## src/rtl/xlate_pkg.sv

```systemverilog
// Shared definitions for the page translation unit.
// Assumes entries carry the frame number in their top bits, with flag bits at fixed low positions.
package xlate_pkg;

    // Walk controller states
    typedef enum logic [2:0] {
        ST_IDLE      = 3'd0,
        ST_FETCH_PDE = 3'd1,
        ST_FETCH_PTE = 3'd2,
        ST_DONE      = 3'd3,
        ST_FAULT     = 3'd4
    } walk_state_e;

    // Flag bit positions inside a directory or table entry
    localparam int unsigned ENT_PRESENT_BIT = 0;
    localparam int unsigned ENT_USER_BIT    = 2;

endpackage

```

## src/rtl/xlate_root.sv

```systemverilog
// Holds the directory root frame number and reports when the input value changes.
// Assumes the root changes only while the walk controller is idle.
module xlate_root #(
    parameter int unsigned PPN_W = 20
) (
    input  logic             clk,
    input  logic             rst_n,
    input  logic [PPN_W-1:0] root_i,
    output logic [PPN_W-1:0] root_q_o,
    output logic             change_o
);

    logic [PPN_W-1:0] root_q;

    // Register the root so a change shows for one cycle before it takes effect
    always_ff @(posedge clk) begin
        if (!rst_n) root_q <= '0;
        else        root_q <= root_i;
    end

    // Flag a pending root update
    always_comb begin
        change_o = (root_i != root_q);
        root_q_o = root_q;
    end

endmodule

```

## src/rtl/xlate_tlb.sv

```systemverilog
// Fully associative translation cache with round-robin replacement.
// Assumes fills come only for page numbers that missed, so no entry is duplicated.
module xlate_tlb #(
    parameter int unsigned VPN_W = 20,
    parameter int unsigned PPN_W = 20,
    parameter int unsigned DEPTH = 8
) (
    input  logic             clk,
    input  logic             rst_n,
    input  logic             flush_i,
    input  logic [VPN_W-1:0] look_vpn_i,
    output logic             hit_o,
    output logic [PPN_W-1:0] hit_ppn_o,
    output logic             hit_uok_o,
    input  logic             fill_i,
    input  logic [VPN_W-1:0] fill_vpn_i,
    input  logic [PPN_W-1:0] fill_ppn_i,
    input  logic             fill_uok_i
);

    localparam int unsigned PTR_W = (DEPTH > 1) ? $clog2(DEPTH) : 1;
    localparam logic [PTR_W-1:0] LAST_SLOT = PTR_W'(DEPTH - 1);

    logic [DEPTH-1:0] valid_q;
    logic [VPN_W-1:0] vpn_q [DEPTH];
    logic [PPN_W-1:0] ppn_q [DEPTH];
    logic [DEPTH-1:0] uok_q;
    logic [PTR_W-1:0] ptr_q;
    logic [DEPTH-1:0] hit_vec;

    // Per-slot tag comparators
    for (genvar s = 0; s < DEPTH; s++) begin : g_cmp
        assign hit_vec[s] = valid_q[s] && (vpn_q[s] == look_vpn_i);
    end

    // OR-combine the matching slot onto the outputs
    always_comb begin
        hit_ppn_o = '0;
        hit_uok_o = 1'b0;
        for (int s = 0; s < DEPTH; s++) begin
            if (hit_vec[s]) begin
                hit_ppn_o = hit_ppn_o | ppn_q[s];
                hit_uok_o = hit_uok_o | uok_q[s];
            end
        end
        hit_o = |hit_vec;
    end

    // Valid bits and replacement pointer: flush wins over fill
    always_ff @(posedge clk) begin
        if (!rst_n) begin
            valid_q <= '0;
            ptr_q   <= '0;
        end else if (flush_i) begin
            valid_q <= '0;
            ptr_q   <= '0;
        end else if (fill_i) begin
            valid_q[ptr_q] <= 1'b1;
            ptr_q          <= (ptr_q == LAST_SLOT) ? '0 : ptr_q + 1'b1;
        end
    end

    // Slot payload storage, written at the replacement pointer
    always_ff @(posedge clk) begin
        if (!rst_n) begin
            uok_q <= '0;
            for (int s = 0; s < DEPTH; s++) begin
                vpn_q[s] <= '0;
                ppn_q[s] <= '0;
            end
        end else if (fill_i && !flush_i) begin
            vpn_q[ptr_q] <= fill_vpn_i;
            ppn_q[ptr_q] <= fill_ppn_i;
            uok_q[ptr_q] <= fill_uok_i;
        end
    end


    tlb_single_hit_chk: assert property (@(posedge clk) disable iff (!rst_n)
        $onehot0(hit_vec));


    tlb_flush_clears_chk: assert property (@(posedge clk) disable iff (!rst_n)
        flush_i |=> (valid_q == '0));

endmodule

```

## src/rtl/xlate_walker.sv

```systemverilog
// Request handshake and two-level table walk controller.
// Assumes one read beat per held memory request and OFF_W == IDX_W + 2 (one table per frame).
module xlate_walker
    import xlate_pkg::*;
#(
    parameter int unsigned ADDR_W = 32,
    parameter int unsigned IDX_W  = 10,
    parameter int unsigned OFF_W  = 12
) (
    input  logic                    clk,
    input  logic                    rst_n,
    input  logic                    paging_en_i,
    input  logic [ADDR_W-OFF_W-1:0] root_ppn_i,
    input  logic                    hold_i,
    input  logic                    req_valid_i,
    output logic                    req_ready_o,
    input  logic [ADDR_W-1:0]       req_addr_i,
    input  logic                    req_user_i,
    input  logic                    tlb_hit_i,
    input  logic [ADDR_W-OFF_W-1:0] tlb_ppn_i,
    input  logic                    tlb_uok_i,
    output logic                    tlb_fill_o,
    output logic [ADDR_W-OFF_W-1:0] tlb_fill_vpn_o,
    output logic [ADDR_W-OFF_W-1:0] tlb_fill_ppn_o,
    output logic                    tlb_fill_uok_o,
    output logic                    mem_req_o,
    output logic [ADDR_W-1:0]       mem_addr_o,
    input  logic                    mem_rvalid_i,
    input  logic [ADDR_W-1:0]       mem_rdata_i,
    output logic                    rsp_valid_o,
    output logic [ADDR_W-1:0]       rsp_paddr_o,
    output logic                    rsp_fault_o,
    output logic [ADDR_W-1:0]       fault_addr_o
);

    localparam int unsigned PN_W   = ADDR_W - OFF_W;
    localparam int unsigned DIR_HI = ADDR_W - 1;
    localparam int unsigned DIR_LO = ADDR_W - IDX_W;
    localparam int unsigned TBL_HI = DIR_LO - 1;
    localparam int unsigned TBL_LO = OFF_W;
    localparam int unsigned PAD_W  = OFF_W - IDX_W;

    walk_state_e       state_q;
    logic [ADDR_W-1:0] addr_q;
    logic              user_q;
    logic [PN_W-1:0]   tbl_ppn_q;
    logic              dir_uok_q;
    logic [ADDR_W-1:0] paddr_q;
    logic [ADDR_W-1:0] fault_addr_q;

    logic accept;
    logic ent_present;
    logic ent_user;
    logic ent_deny;

    // Handshake and decode of the returning entry
    always_comb begin
        req_ready_o = (state_q == ST_IDLE) && !hold_i;
        accept      = req_valid_i && req_ready_o;
        ent_present = mem_rdata_i[ENT_PRESENT_BIT];
        ent_user    = mem_rdata_i[ENT_USER_BIT];
        ent_deny    = !ent_present || (user_q && !ent_user);
    end

    // Table read address for the current walk level
    always_comb begin
        mem_req_o  = 1'b0;
        mem_addr_o = '0;
        if (state_q == ST_FETCH_PDE) begin
            mem_req_o  = 1'b1;
            mem_addr_o = {root_ppn_i, addr_q[DIR_HI:DIR_LO], {PAD_W{1'b0}}};
        end else if (state_q == ST_FETCH_PTE) begin
            mem_req_o  = 1'b1;
            mem_addr_o = {tbl_ppn_q, addr_q[TBL_HI:TBL_LO], {PAD_W{1'b0}}};
        end
    end

    // Cache fill after a clean second-level read
    always_comb begin
        tlb_fill_o     = (state_q == ST_FETCH_PTE) && mem_rvalid_i && !ent_deny;
        tlb_fill_vpn_o = addr_q[ADDR_W-1:OFF_W];
        tlb_fill_ppn_o = mem_rdata_i[ADDR_W-1:OFF_W];
        tlb_fill_uok_o = dir_uok_q && ent_user;
    end

    // Walk state machine with result and fault-address capture
    always_ff @(posedge clk) begin
        if (!rst_n) begin
            state_q      <= ST_IDLE;
            addr_q       <= '0;
            user_q       <= 1'b0;
            tbl_ppn_q    <= '0;
            dir_uok_q    <= 1'b0;
            paddr_q      <= '0;
            fault_addr_q <= '0;
        end else begin
            case (state_q)
                ST_IDLE: begin
                    if (accept) begin
                        addr_q <= req_addr_i;
                        user_q <= req_user_i;
                        if (!paging_en_i) begin
                            paddr_q <= req_addr_i;
                            state_q <= ST_DONE;
                        end else if (tlb_hit_i) begin
                            if (req_user_i && !tlb_uok_i) begin
                                paddr_q      <= '0;
                                fault_addr_q <= req_addr_i;
                                state_q      <= ST_FAULT;
                            end else begin
                                paddr_q <= {tlb_ppn_i, req_addr_i[OFF_W-1:0]};
                                state_q <= ST_DONE;
                            end
                        end else begin
                            state_q <= ST_FETCH_PDE;
                        end
                    end
                end
                ST_FETCH_PDE: begin
                    if (mem_rvalid_i) begin
                        if (ent_deny) begin
                            paddr_q      <= '0;
                            fault_addr_q <= addr_q;
                            state_q      <= ST_FAULT;
                        end else begin
                            tbl_ppn_q <= mem_rdata_i[ADDR_W-1:OFF_W];
                            dir_uok_q <= ent_user;
                            state_q   <= ST_FETCH_PTE;
                        end
                    end
                end
                ST_FETCH_PTE: begin
                    if (mem_rvalid_i) begin
                        if (ent_deny) begin
                            paddr_q      <= '0;
                            fault_addr_q <= addr_q;
                            state_q      <= ST_FAULT;
                        end else begin
                            paddr_q <= {mem_rdata_i[ADDR_W-1:OFF_W], addr_q[OFF_W-1:0]};
                            state_q <= ST_DONE;
                        end
                    end
                end
                ST_DONE:  state_q <= ST_IDLE;
                ST_FAULT: state_q <= ST_IDLE;
                default:  state_q <= ST_IDLE;
            endcase
        end
    end

    // Response drive
    always_comb begin
        rsp_valid_o  = (state_q == ST_DONE) || (state_q == ST_FAULT);
        rsp_fault_o  = (state_q == ST_FAULT);
        rsp_paddr_o  = paddr_q;
        fault_addr_o = fault_addr_q;
    end


    pass_through_chk: assert property (@(posedge clk) disable iff (!rst_n)
        (accept && !paging_en_i) |=>
            (rsp_valid_o && !rsp_fault_o && rsp_paddr_o == $past(req_addr_i)));


    rsp_single_pulse_chk: assert property (@(posedge clk) disable iff (!rst_n)
        rsp_valid_o |=> !rsp_valid_o);


    busy_after_accept_chk: assert property (@(posedge clk) disable iff (!rst_n)
        accept |=> !req_ready_o);


    fault_addr_hold_chk: assert property (@(posedge clk) disable iff (!rst_n)
        (rsp_valid_o && !rsp_fault_o) |=> $stable(fault_addr_o));


    fill_means_success_chk: assert property (@(posedge clk) disable iff (!rst_n)
        tlb_fill_o |=> (rsp_valid_o && !rsp_fault_o));


    mem_only_when_busy_chk: assert property (@(posedge clk) disable iff (!rst_n)
        mem_req_o |-> !req_ready_o);

endmodule

```

## src/rtl/xlate_unit.sv

```systemverilog
// Top of the page translation unit: root tracker, translation cache and walk controller.
// Assumes the requester keeps one request outstanding and changes the root only while idle.
module xlate_unit #(
    parameter int unsigned ADDR_W    = 32,
    parameter int unsigned IDX_W     = 10,
    parameter int unsigned OFF_W     = 12,
    parameter int unsigned TLB_DEPTH = 8
) (
    input  logic                    clk,
    input  logic                    rst_n,
    input  logic                    paging_en_i,
    input  logic [ADDR_W-OFF_W-1:0] dir_base_i,
    input  logic                    req_valid_i,
    output logic                    req_ready_o,
    input  logic [ADDR_W-1:0]       req_addr_i,
    input  logic                    req_user_i,
    output logic                    rsp_valid_o,
    output logic [ADDR_W-1:0]       rsp_paddr_o,
    output logic                    rsp_fault_o,
    output logic [ADDR_W-1:0]       fault_addr_o,
    output logic                    mem_req_o,
    output logic [ADDR_W-1:0]       mem_addr_o,
    input  logic                    mem_rvalid_i,
    input  logic [ADDR_W-1:0]       mem_rdata_i
);

    localparam int unsigned PN_W = ADDR_W - OFF_W;

    logic [PN_W-1:0] root_ppn;
    logic            root_change;
    logic            hit;
    logic [PN_W-1:0] hit_ppn;
    logic            hit_uok;
    logic            fill;
    logic [PN_W-1:0] fill_vpn;
    logic [PN_W-1:0] fill_ppn;
    logic            fill_uok;

    xlate_root #(.PPN_W(PN_W)) u_root (
        .clk      (clk),
        .rst_n    (rst_n),
        .root_i   (dir_base_i),
        .root_q_o (root_ppn),
        .change_o (root_change)
    );

    xlate_tlb #(.VPN_W(PN_W), .PPN_W(PN_W), .DEPTH(TLB_DEPTH)) u_tlb (
        .clk        (clk),
        .rst_n      (rst_n),
        .flush_i    (root_change),
        .look_vpn_i (req_addr_i[ADDR_W-1:OFF_W]),
        .hit_o      (hit),
        .hit_ppn_o  (hit_ppn),
        .hit_uok_o  (hit_uok),
        .fill_i     (fill),
        .fill_vpn_i (fill_vpn),
        .fill_ppn_i (fill_ppn),
        .fill_uok_i (fill_uok)
    );

    xlate_walker #(.ADDR_W(ADDR_W), .IDX_W(IDX_W), .OFF_W(OFF_W)) u_walker (
        .clk            (clk),
        .rst_n          (rst_n),
        .paging_en_i    (paging_en_i),
        .root_ppn_i     (root_ppn),
        .hold_i         (root_change),
        .req_valid_i    (req_valid_i),
        .req_ready_o    (req_ready_o),
        .req_addr_i     (req_addr_i),
        .req_user_i     (req_user_i),
        .tlb_hit_i      (hit),
        .tlb_ppn_i      (hit_ppn),
        .tlb_uok_i      (hit_uok),
        .tlb_fill_o     (fill),
        .tlb_fill_vpn_o (fill_vpn),
        .tlb_fill_ppn_o (fill_ppn),
        .tlb_fill_uok_o (fill_uok),
        .mem_req_o      (mem_req_o),
        .mem_addr_o     (mem_addr_o),
        .mem_rvalid_i   (mem_rvalid_i),
        .mem_rdata_i    (mem_rdata_i),
        .rsp_valid_o    (rsp_valid_o),
        .rsp_paddr_o    (rsp_paddr_o),
        .rsp_fault_o    (rsp_fault_o),
        .fault_addr_o   (fault_addr_o)
    );


    idle_no_mem_chk: assert property (@(posedge clk) disable iff (!rst_n)
        req_ready_o |-> !mem_req_o);

endmodule

```

## config.mk

```make
export PLATFORM = sky130hd
export DESIGN_NAME = xlate_unit
export DESIGN_NICKNAME = d
export VERILOG_FILES = /design/src/rtl/xlate_pkg.sv /design/src/rtl/xlate_root.sv /design/src/rtl/xlate_tlb.sv /design/src/rtl/xlate_walker.sv /design/src/rtl/xlate_unit.sv
export SDC_FILE = /design/constraint.sdc
export NUM_CORES = 1
export LEC_CHECK = 0
export BUFFER_PORTS_ARGS = -buffer_cell sky130_fd_sc_hd__buf_2
export CAP_MARGIN = 20
export CELL_PAD_IN_SITES_DETAIL_PLACEMENT = 1
export CELL_PAD_IN_SITES_GLOBAL_PLACEMENT = 1
export CORE_MARGIN = 1
export CORE_UTILIZATION = 44
export CTS_CLUSTER_SIZE = 10
export DETAILED_ROUTE_END_ITERATION = 8
export GPL_ROUTABILITY_DRIVEN = 0
export PLACE_DENSITY_LB_ADDON = 0.12
export SETUP_SLACK_MARGIN = 0.1
export SYNTH_ARGS = -nofsm -noshare
export SYNTH_HDL_FRONTEND = slang
export SYNTH_SLANG_ARGS = --single-unit
export TNS_END_PERCENT = 50
```

## constraint.sdc

```tcl
create_clock -name clk -period 6.4 [get_ports clk]
set_clock_uncertainty 0.2 [all_clocks]
set_input_delay 1.6 -clock clk [delete_from_list [all_inputs] [get_ports clk]]
set_output_delay 1.6 -clock clk [all_outputs]
set_load 0.005 [all_outputs]
```

==> results.yml, run 1 <==
floorplanning:
  core_sq_um: 49200
  die_area_sq_um: 51000
  die_h_um: 226
  ios: 190
  rows: 81
  start_util_pct: 44.8
  die_w_um: 226
detailed_routing:
  wl_per_cell_um: 27.4
  viasPerCell: 5.81
  wl_um: 74800
  drt_drc_violations_left: 0
  dr_total_vias: 15861
  drt_iter0_markers: 1199
  ant_nets: 0
  dr.pass1.iters: 5
clock_network:
  htreeDepth: 2
  postCtsSetupRepairBufs: 0
  cts_tree: "built"
  clk_pin_slew_ns: 0.06
  cts_sinks: 480
  cts_resized: 0
  cts_buffer_depth: 3
  cts_buffers: 55
  holdBufCountCts: 0
  root_buffer: "clkbuf_16"
  worstSkewPairLatency_ns: 0.60
power:
  power.density_nw_per_um2: 268
  switching_share_pct: 22.8
  max-vdd-ir-drop_v: 0.000246
  cellLeakagePower_nw: 9.50
  pwr-share-comb_pct: 5.6
  clock_power_share_pct: 43.5
  p_int_w: 0.00523
  power.switching_w: 0.00154
  power_frac_seq_pct: 51.0
run:
  drv_cap: 0
setup_path:
  cp-startpoint: "req_addr_i[22]"
  crit_path_end: "u_walker.fault_addr_o[5]"
  path_class: "in2reg"
  cp_slowest_cell: "a31oi_4"
  crit_chain: "buf_2, xor2_1, nor4_1, nand4_1, o32ai_1, or3_1, nor4_1, a31oi_4, buf_4, o2bb2ai_1"
  crit_top_cell: "nor4_1"
  reg2reg_depth: 5
  worstPathArrival_ns: 4.92
  critPathTopFamily: "compound AO/OA/AOI/OAI gates"
  r2r_end: "u_tlb.ppn_q[1][11]"
  crit_cells: 10
  critPathMaxFanout: 23
  startpoint_type: "input port"
  critPathMaxStageDelay_ns: 0.70
  cp.required_ns: 6.69
  crit_buf_inv: 2
  rrSetupSlack_ns: 2.49
  endpoint_kind: "register"
  worstReg2RegStart: "u_walker.state_q[1]"
synth:
  synth_area_leader_cell: "edfxtp_1"
  syn_inst: 1894
  synth_cell_type_count: 63
  yosysSeqAreaShare_pct: 58.2
  synthTopCellsByArea: "edfxtp_1, dfxtp_1, and2_1"
  ys.flop_type: "edfxtp_1"
  syn_area_sq_um: 22000
  ys_async_sr_fraction_pct: 0
  avgSynthCellArea_sq_um: 11.6
  synth-edff-count: 320
  ys_seq_elements: 480
  ys_warn_count: 0
  synth.top_cell.area_share_pct: 43.6
sta:
  rsz0062_at_grt: "no"
  setup_viol: 0
  relSlewSlack_pct: 28.3
  tns_ns: 0
  fin_crit_ns: 4.63
  post-route-period-util_pct: 72.4
  hold_viol: 0
  tightestPinTransition_ns: 1.08
  max_freq_ghz: 0.216
  report.final.slew_viol_count: 0
final_layout:
  drive_gt1_share_pct: 15.5
  syn_to_final_growth_pct: 14.7
  utilization_pct: 51.4
  nNetsFinal: 2119
grt:
  overflow: 0
  grt_pass1_vias: 16370
  grt_max_degree: 65
  grt_antenna_before_repair: 6
  grt_pass1_wl_um: 109000
  grt_usage_pct: 29.5
place:
  place_hpwl_um: 46800
  portBuffers: 177
hold_path:
  hold_class: "reg2reg"
outcome:
  status: "completed"
-- power by group through the flow --
stage | clock, W | sequential (W) | combinational [W]
detailed placement | 0 | 0.00351 | 0.000376
floorplan | 0 | 0.00351 | 0.000216
CTS | 0.00299 | 0.00345 | 0.000378
global placement | 0 | 0.00351 | 0.000367
global route | 0.00310 | 0.00346 | 0.000403
finish | 0.00294 | 0.00345 | 0.000378
-- layout make-up --
type / count / area (sq um)
timing repair buffer: 225 / 1270
inverter: 14 / 52.6
tap: 664 / 831
antenna: 1 / 2.50
fill: 5191 / 23900
clock buffer: 95 / 1640
multi-input combinational: 1251 / 8650
sequential: 480 / 12800
-- registers in the layout, summed over array words and instances, names as in the netlist, 3 cells and up --
register and cells:
u_walker.rsp_paddr_o 32, u_walker.addr_q 32, u_root.root_q_o 20, u_walker.tbl_ppn_q 20
u_tlb.vpn_q 160, u_walker.fault_addr_o 32, u_walker.state_q 3, u_tlb.ppn_q 160
u_tlb.uok_q 8, u_tlb.valid_q 8, u_tlb.ptr_q 3
-- routing by layer --
layer	share of wire, %	vias up	wire length, um	global-route usage [%]
li1	-	7085	-	-
met1	41	8177	30700	37.3
met2	51	485	38500	52.7
met3	5.2	106	3900	3.66
met4	2.2	8	1670	8.40
met5	0.065	-	49	0
-- per-stage QoR --
step	setup WS (ns)	power [W]	cells	area [sq um]	hold WS [ns]
final	1.77	0.00677	2730	25300	0.259
after CTS	1.81	0.00681	2728	25200	0.264
after global routing	1.64	0.00697	2729	25300	0.284
after detailed placement	1.20	0.00389	2633	23600	0.246
after floorplan	0.210	0.00373	1895	22000	0.233
after global placement	1.20	0.00387	2632	23600	0.240
-- Yosys cell counts, types with 20 or more instances --
cell type and number:
xnor2_1 40, a22oi_1 97, nand4_1 21, a21o_1 20, edfxtp_1 320, xor2_1 141
o211ai_1 20, a22o_1 30, o21ai_1 28, clkbuf_1 96, o2bb2ai_1 32, mux2i_1 53
dfxtp_1 160, a31oi_1 35, nor3_1 27, nor2_1 50, and2_1 345, buf_4 23
nand2_1 116, nor4_1 52, buf_2 22, a21oi_1 27
-- placed cells by master (no fill, tap or decap), types with 4 or more instances in the layout --
| cell type | instances |
|---|---|
| a21boi_0 | 12 |
| o211ai_1 | 20 |
| o21ai_4 | 8 |
| buf_2 | 177 |
| edfxtp_1 | 320 |
| a22o_1 | 30 |
| clkbuf_8 | 7 |
| clkbuf_16 | 57 |
| a21oi_1 | 27 |
| nand3_1 | 17 |
| and2_1 | 345 |
| a22oi_1 | 97 |
| nor2_1 | 47 |
| and3_1 | 4 |
| a2bb2o_1 | 8 |
| or3_1 | 4 |
| and4_1 | 6 |
| mux2i_1 | 53 |
| nand2_1 | 116 |
| o21ai_0 | 4 |
| xnor2_1 | 40 |
| a21o_1 | 20 |
| clkbuf_1 | 31 |
| nor3_1 | 23 |
| buf_4 | 46 |
| nor4_1 | 51 |
| inv_1 | 12 |
| o2bb2ai_1 | 32 |
| nor4_4 | 4 |
| dfxtp_1 | 160 |
| a31oi_1 | 34 |
| nor4b_1 | 7 |
| nor3_2 | 5 |
| xor2_1 | 141 |
| o21ai_1 | 28 |
| nand4_1 | 21 |
-- how the worst min path moves through the flow --
stage | start | end | cells past startpoint
4_1_cts | u_walker.fault_addr_o[25] | u_walker.fault_addr_o[25] | 1
3_3_place_gp | u_walker.dir_uok_q | u_walker.dir_uok_q | 2
5_1_grt | u_walker.fault_addr_o[18] | u_walker.fault_addr_o[18] | 1
6_report | u_walker.fault_addr_o[25] | u_walker.fault_addr_o[25] | 1
3_5_place_dp | u_walker.fault_addr_o[25] | u_walker.fault_addr_o[25] | 1
2_1_floorplan | u_walker.dir_uok_q | u_walker.dir_uok_q | 2
-- logic make-up after synthesis --
family,after synthesis,synth area share (%)
buf+inv,164,3.41
fa+ha+maj,2,0.114
xor+xnor,181,7.20
mux,53,2.41
flops,480,58.2
simple gates,679,17.7
other cells,1,0.0170
compound gates,334,11.0
Power figures use the tool's default switching activity.
==> run 2: changes to the inputs <==
==> constraint.sdc (replaced) <==
create_clock -name clk -period 4.2 [get_ports clk]
set_clock_uncertainty 0.2 [all_clocks]
set_input_delay 1.05 -clock clk [delete_from_list [all_inputs] [get_ports clk]]
set_output_delay 1.05 -clock clk [all_outputs]
set_load 0.005 [all_outputs]
==> run 2 against run 1 <==
Effect of this change: register-to-register slack worse by 1.9 ns; die area did not move; global-route usage is essentially flat; sequential share of layout area is 1.1 points lower; clock power is 52% higher; final area rose by 2.3%; final cell count is 1.9% higher; critical path type is now reg2out.
==> results.yml, run 2 (synthesized netlist as in run 1, its figures left out) <==
outcome:
  status: "completed"
power:
  cellLeakagePower_nw: 9.80
  totalPowerFinal_w: 0.0104
  power.density_nw_per_um2: 402
  max-vdd-ir-drop_v: 0.000327
floorplanning:
  rows: 81
  die_h_um: 226
  die_area_sq_um: 51000
  start_util_pct: 44.8
  ios: 190
  core_sq_um: 49200
  die_w_um: 226
clock_network:
  cts_buffer_depth: 3
  postCtsSetupRepairBufs: 0
  htreeDepth: 2
  cts_tree: "built"
  holdBufCountCts: 0
  cts_sinks: 480
  clk_pin_slew_ns: 0.05
  cts_buffers: 55
  worstSkewPairLatency_ns: 0.61
  root_buffer: "clkbuf_16"
  cts_resized: 0
final_layout:
  final_common_cell: "and2_1"
  drive_gt1_share_pct: 17.4
  syn_to_final_growth_pct: 17.3
  final_area_sq_um: 25800
  layout_common_cells: "and2_1, edfxtp_1, buf_2, dfxtp_1, xor2_1"
  top_regs: "u_tlb.ppn_q x160, u_tlb.vpn_q x160"
  nNetsFinal: 2169
  instances_no_fill: 2783
sta:
  rsz0062_at_grt: "no"
  fin_crit_ns: 3.84
  report.final.slew_viol_count: 0
  tightestPinTransition_ns: 1.09
  hold_viol: 0
  setup_viol: 0
  post-route-period-util_pct: 91.3
  max_freq_ghz: 0.261
  whs_ns: 0.257
  relSlewSlack_pct: 27.2
  layout_setup_ws_ns: 0.364
place:
  portBuffers: 177
  place_hpwl_um: 48800
  postPlaceCellArea_sq_um: 24200
  dp_cells: 2684
  post-place-ws_ns: 0.0397
detailed_routing:
  drt_iter0_markers: 1243
  dr_total_vias: 16055
  wl_per_cell_um: 26.9
  dr.pass1.iters: 5
  drt_drc_violations_left: 0
  wl_um: 75000
  ant_nets: 0
  viasPerCell: 5.77
grt:
  grt_pass1_wl_um: 109000
  grt_pass1_vias: 16528
  grt_max_degree: 65
  grt_usage_pct: 29.5
  grt_antenna_before_repair: 3
  overflow: 0
hold_path:
  hold_class: "reg2reg"
  hold_path.startpoint: "u_walker.dir_uok_q"
setup_path:
  crit_buf_inv: 2
  startpoint_type: "register"
  cp.required_ns: 2.95
  path_class: "reg2out"
  critPathMaxStageDelay_ns: 0.62
  critPathTopFamily: "simple AND/OR/NAND/NOR gates"
  worstReg2RegStart: "u_walker.state_q[1]"
  cp_slowest_cell: "nor3b_4"
  worstPathArrival_ns: 2.59
  crit_chain: "nor3b_4, buf_4, a22o_1, buf_2"
  cp-startpoint: "u_walker.state_q[1]"
  endpoint_kind: "output pin"
  critPathMaxFanout: 22
run:
  drv_cap: 0
run 2: cell count changes in the layout (fill, tap and decap cells not counted), sizes merged:
cell / previous run / this run
clkbuf: 95 / 96
inv: 13 / 14
buf: 225 / 275
clkinv: 1 / 2
run 2: power breakdown:
part | internal (W) | switching (W) | total (W)
registers | 0.00519 | 0.0000664 | 0.00526
clock network | 0.00255 | 0.00192 | 0.00447
logic | 0.000215 | 0.000430 | 0.000645
run 2: routing by layer:
layer  up-vias  wire, um  GRT usage, %
li1       7202         -             -
met1      8260     31200          37.7
met2       449     37600          51.1
met3       142      3550          3.85
met4         2      2600          10.3
met5         -        13             0
run 2: stage by stage:
| stage | utilization (%) | TNS (ns) |
|---|---|---|
| 4_1_cts | 52.6 | 0 |
| 3_3_place_gp | 49.3 | 0 |
| 3_5_place_dp | 49.3 | 0 |
| 2_1_floorplan | - | -83.12 |
| 5_1_grt | 52.6 | 0 |
| 6_report | 52.6 | 0 |
run 2: final cells by class:
type                       count  area (sq um)
fill                        5155         23300
sequential                   480         12800
multi-input combinational   1251          8650
timing repair buffer         275          1860
clock buffer                  96          1600
tap                          664           831
inverter                      14          52.6
clock inverter                 2          25.0
antenna                        1          2.50
run 2: tightest hold or removal path: cells and delay by family, from the launching register on:
family	cells	cell delay, ns
flops	1	0.30
compound gates	1	0.05
simple gates	1	0.05
run 2: final timing paths:
check / end / slack, ns / cells past startpoint
worst max-delay path: mem_addr_o[6] / 0.36 / 4
worst min-delay path: u_walker.dir_uok_q / 0.26 / 2
worst max register to register: u_tlb.vpn_q[5][9] / 0.59 / 7
worst min register to register: u_walker.dir_uok_q / 0.26 / 2
==> run 3: changes to the inputs <==
==> constraint.sdc (replaced) <==
create_clock -name clk -period 4.2 [get_ports clk]
set_clock_uncertainty 0.2 [all_clocks]
set_input_delay 0.84 -clock clk [delete_from_list [all_inputs] [get_ports clk]]
set_output_delay 0.84 -clock clk [all_outputs]
set_load 0.005 [all_outputs]
==> run 3 against run 2 <==
Effect of this change: first-iteration DRC count shrank 16%; critical endpoint is now mem_addr_o[7]; non-clock buffer count fell by 4; clock power about the same; largest cell class unchanged; core utilization decreased by 0.34 points; critical path type unchanged; worst setup slack improved by 0.16 ns; sequential share of layout area increased by 0.32 points; final area down 0.64%; highest routed layer is now met4; die area unchanged; register-to-register slack lost 0.04 ns.
==> results.yml, run 3 (synthesized netlist as in run 1, its figures left out) <==
sta:
  rsz0062_at_grt: "no"
  relSlewSlack_pct: 40.7
  fin_crit_ns: 3.67
  report.final.slew_viol_count: 0
  setup_viol: 0
  max_freq_ghz: 0.272
  whs_ns: 0.257
  tightestPinTransition_ns: 0.887
  post-route-period-util_pct: 87.5
  hold_viol: 0
grt:
  grt_max_degree: 65
  grt_pass1_wl_um: 107000
  grt_pass1_vias: 16431
  grt_antenna_before_repair: 0
  overflow: 0
  grt_usage_pct: 29.1
floorplanning:
  core_sq_um: 49200
  rows: 81
  die_w_um: 226
  die_area_sq_um: 51000
  die_h_um: 226
  ios: 190
  start_util_pct: 44.8
final_layout:
  syn_to_final_growth_pct: 16.6
  drive_gt1_share_pct: 17.2
  final_common_cell: "and2_1"
  top_regs: "u_tlb.ppn_q x160, u_tlb.vpn_q x160"
  layout_common_cells: "and2_1, edfxtp_1, buf_2, dfxtp_1, xor2_1"
  nNetsFinal: 2165
  final_area_sq_um: 25700
clock_network:
  cts_sinks: 480
  clk_pin_slew_ns: 0.06
  cts_resized: 0
  cts_buffer_depth: 3
  postCtsSetupRepairBufs: 0
  cts_tree: "built"
  holdBufCountCts: 0
  cts_buffers: 55
  root_buffer: "clkbuf_16"
  worstSkewPairLatency_ns: 0.61
  htreeDepth: 2
detailed_routing:
  drt_drc_violations_left: 0
  wl_per_cell_um: 26.6
  dr_total_vias: 15842
  drt_iter0_markers: 1047
  viasPerCell: 5.70
  dr.pass1.iters: 4
  ant_nets: 0
  wl_um: 74000
setup_path:
  worstPathArrival_ns: 2.63
  cp.required_ns: 3.16
  critPathMaxFanout: 22
  endpoint_kind: "output pin"
  startpoint_type: "register"
  path_class: "reg2out"
power:
  totalPowerFinal_w: 0.0103
  max-vdd-ir-drop_v: 0.000334
  cellLeakagePower_nw: 9.74
  power.density_nw_per_um2: 402
place:
  place_hpwl_um: 48900
  portBuffers: 177
  postPlaceCellArea_sq_um: 24100
run:
  drv_cap: 0
outcome:
  status: "completed"
hold_path:
  hold_class: "reg2reg"
-- run 3: changes by cell type in the layout (fill, tap and decap cells not counted), sizes merged --
cell	previous run	this run
buf	275	271
clkbuf	96	95
diode	1	2
inv	14	13
-- run 3: per-stage QoR --
| step | utilization [%] | cells | setup slack, ns | TNS (ns) |
|---|---|---|---|---|
| 3_5_place_dp | 48.9 | 2680 | 0.286 | 0 |
| 3_3_place_gp | 48.9 | 2680 | 0.323 | 0 |
| 5_1_grt | 52.2 | 2776 | 0.369 | 0 |
| 6_report | 52.2 | 2778 | 0.526 | 0 |
| 2_1_floorplan | - | 1895 | -0.159 | -26.04 |
| 4_1_cts | 52.2 | 2776 | 0.526 | 0 |
-- run 3: power breakdown --
part           internal (W)  leakage (nW)  total, W  switching (W)
Sequential          0.00519          4.35   0.00526      0.0000660
Clock               0.00256         0.775   0.00444        0.00187
Combinational      0.000200          4.62  0.000617       0.000417
-- run 3: worst paths after layout --
path | from | end | slack, ns | cells after the start
hold reg to reg | u_walker.fault_addr_o[25] | u_walker.fault_addr_o[25] | 0.26 | 1
setup reg to reg | u_walker.state_q[1] | u_tlb.vpn_q[2][18] | 0.55 | 8
setup / recovery | u_walker.state_q[1] | mem_addr_o[7] | 0.53 | 4
hold / removal | u_walker.fault_addr_o[25] | u_walker.fault_addr_o[25] | 0.26 | 1
-- run 3: area by class of cell --
| cell class | instances | area (sq um) |
|---|---|---|
| fill | 5179 | 23500 |
| sequential | 480 | 12800 |
| multi-input combinational | 1251 | 8650 |
| timing repair buffer | 271 | 1700 |
| clock buffer | 95 | 1610 |
| tap | 664 | 831 |
| inverter | 14 | 52.6 |
| clock inverter | 1 | 5.00 |
| antenna | 2 | 5.00 |
-- run 3: worst max-delay path, stage by stage (launching register included) --
cell and delay (ns):
dfxtp_1 0.59, nor3b_4 0.65, buf_4 0.41, a22o_1 0.23, buf_2 0.12
-- run 3: layer usage --
layer / wire [um] / GRT usage, % / up-vias
li1: - / - / 7190
met1: 30500 / 36.0 / 8177
met2: 38300 / 52.6 / 361
met3: 3180 / 4.10 / 114
met4: 1950 / 8.36 / 0
met5: 0 / 0 / -
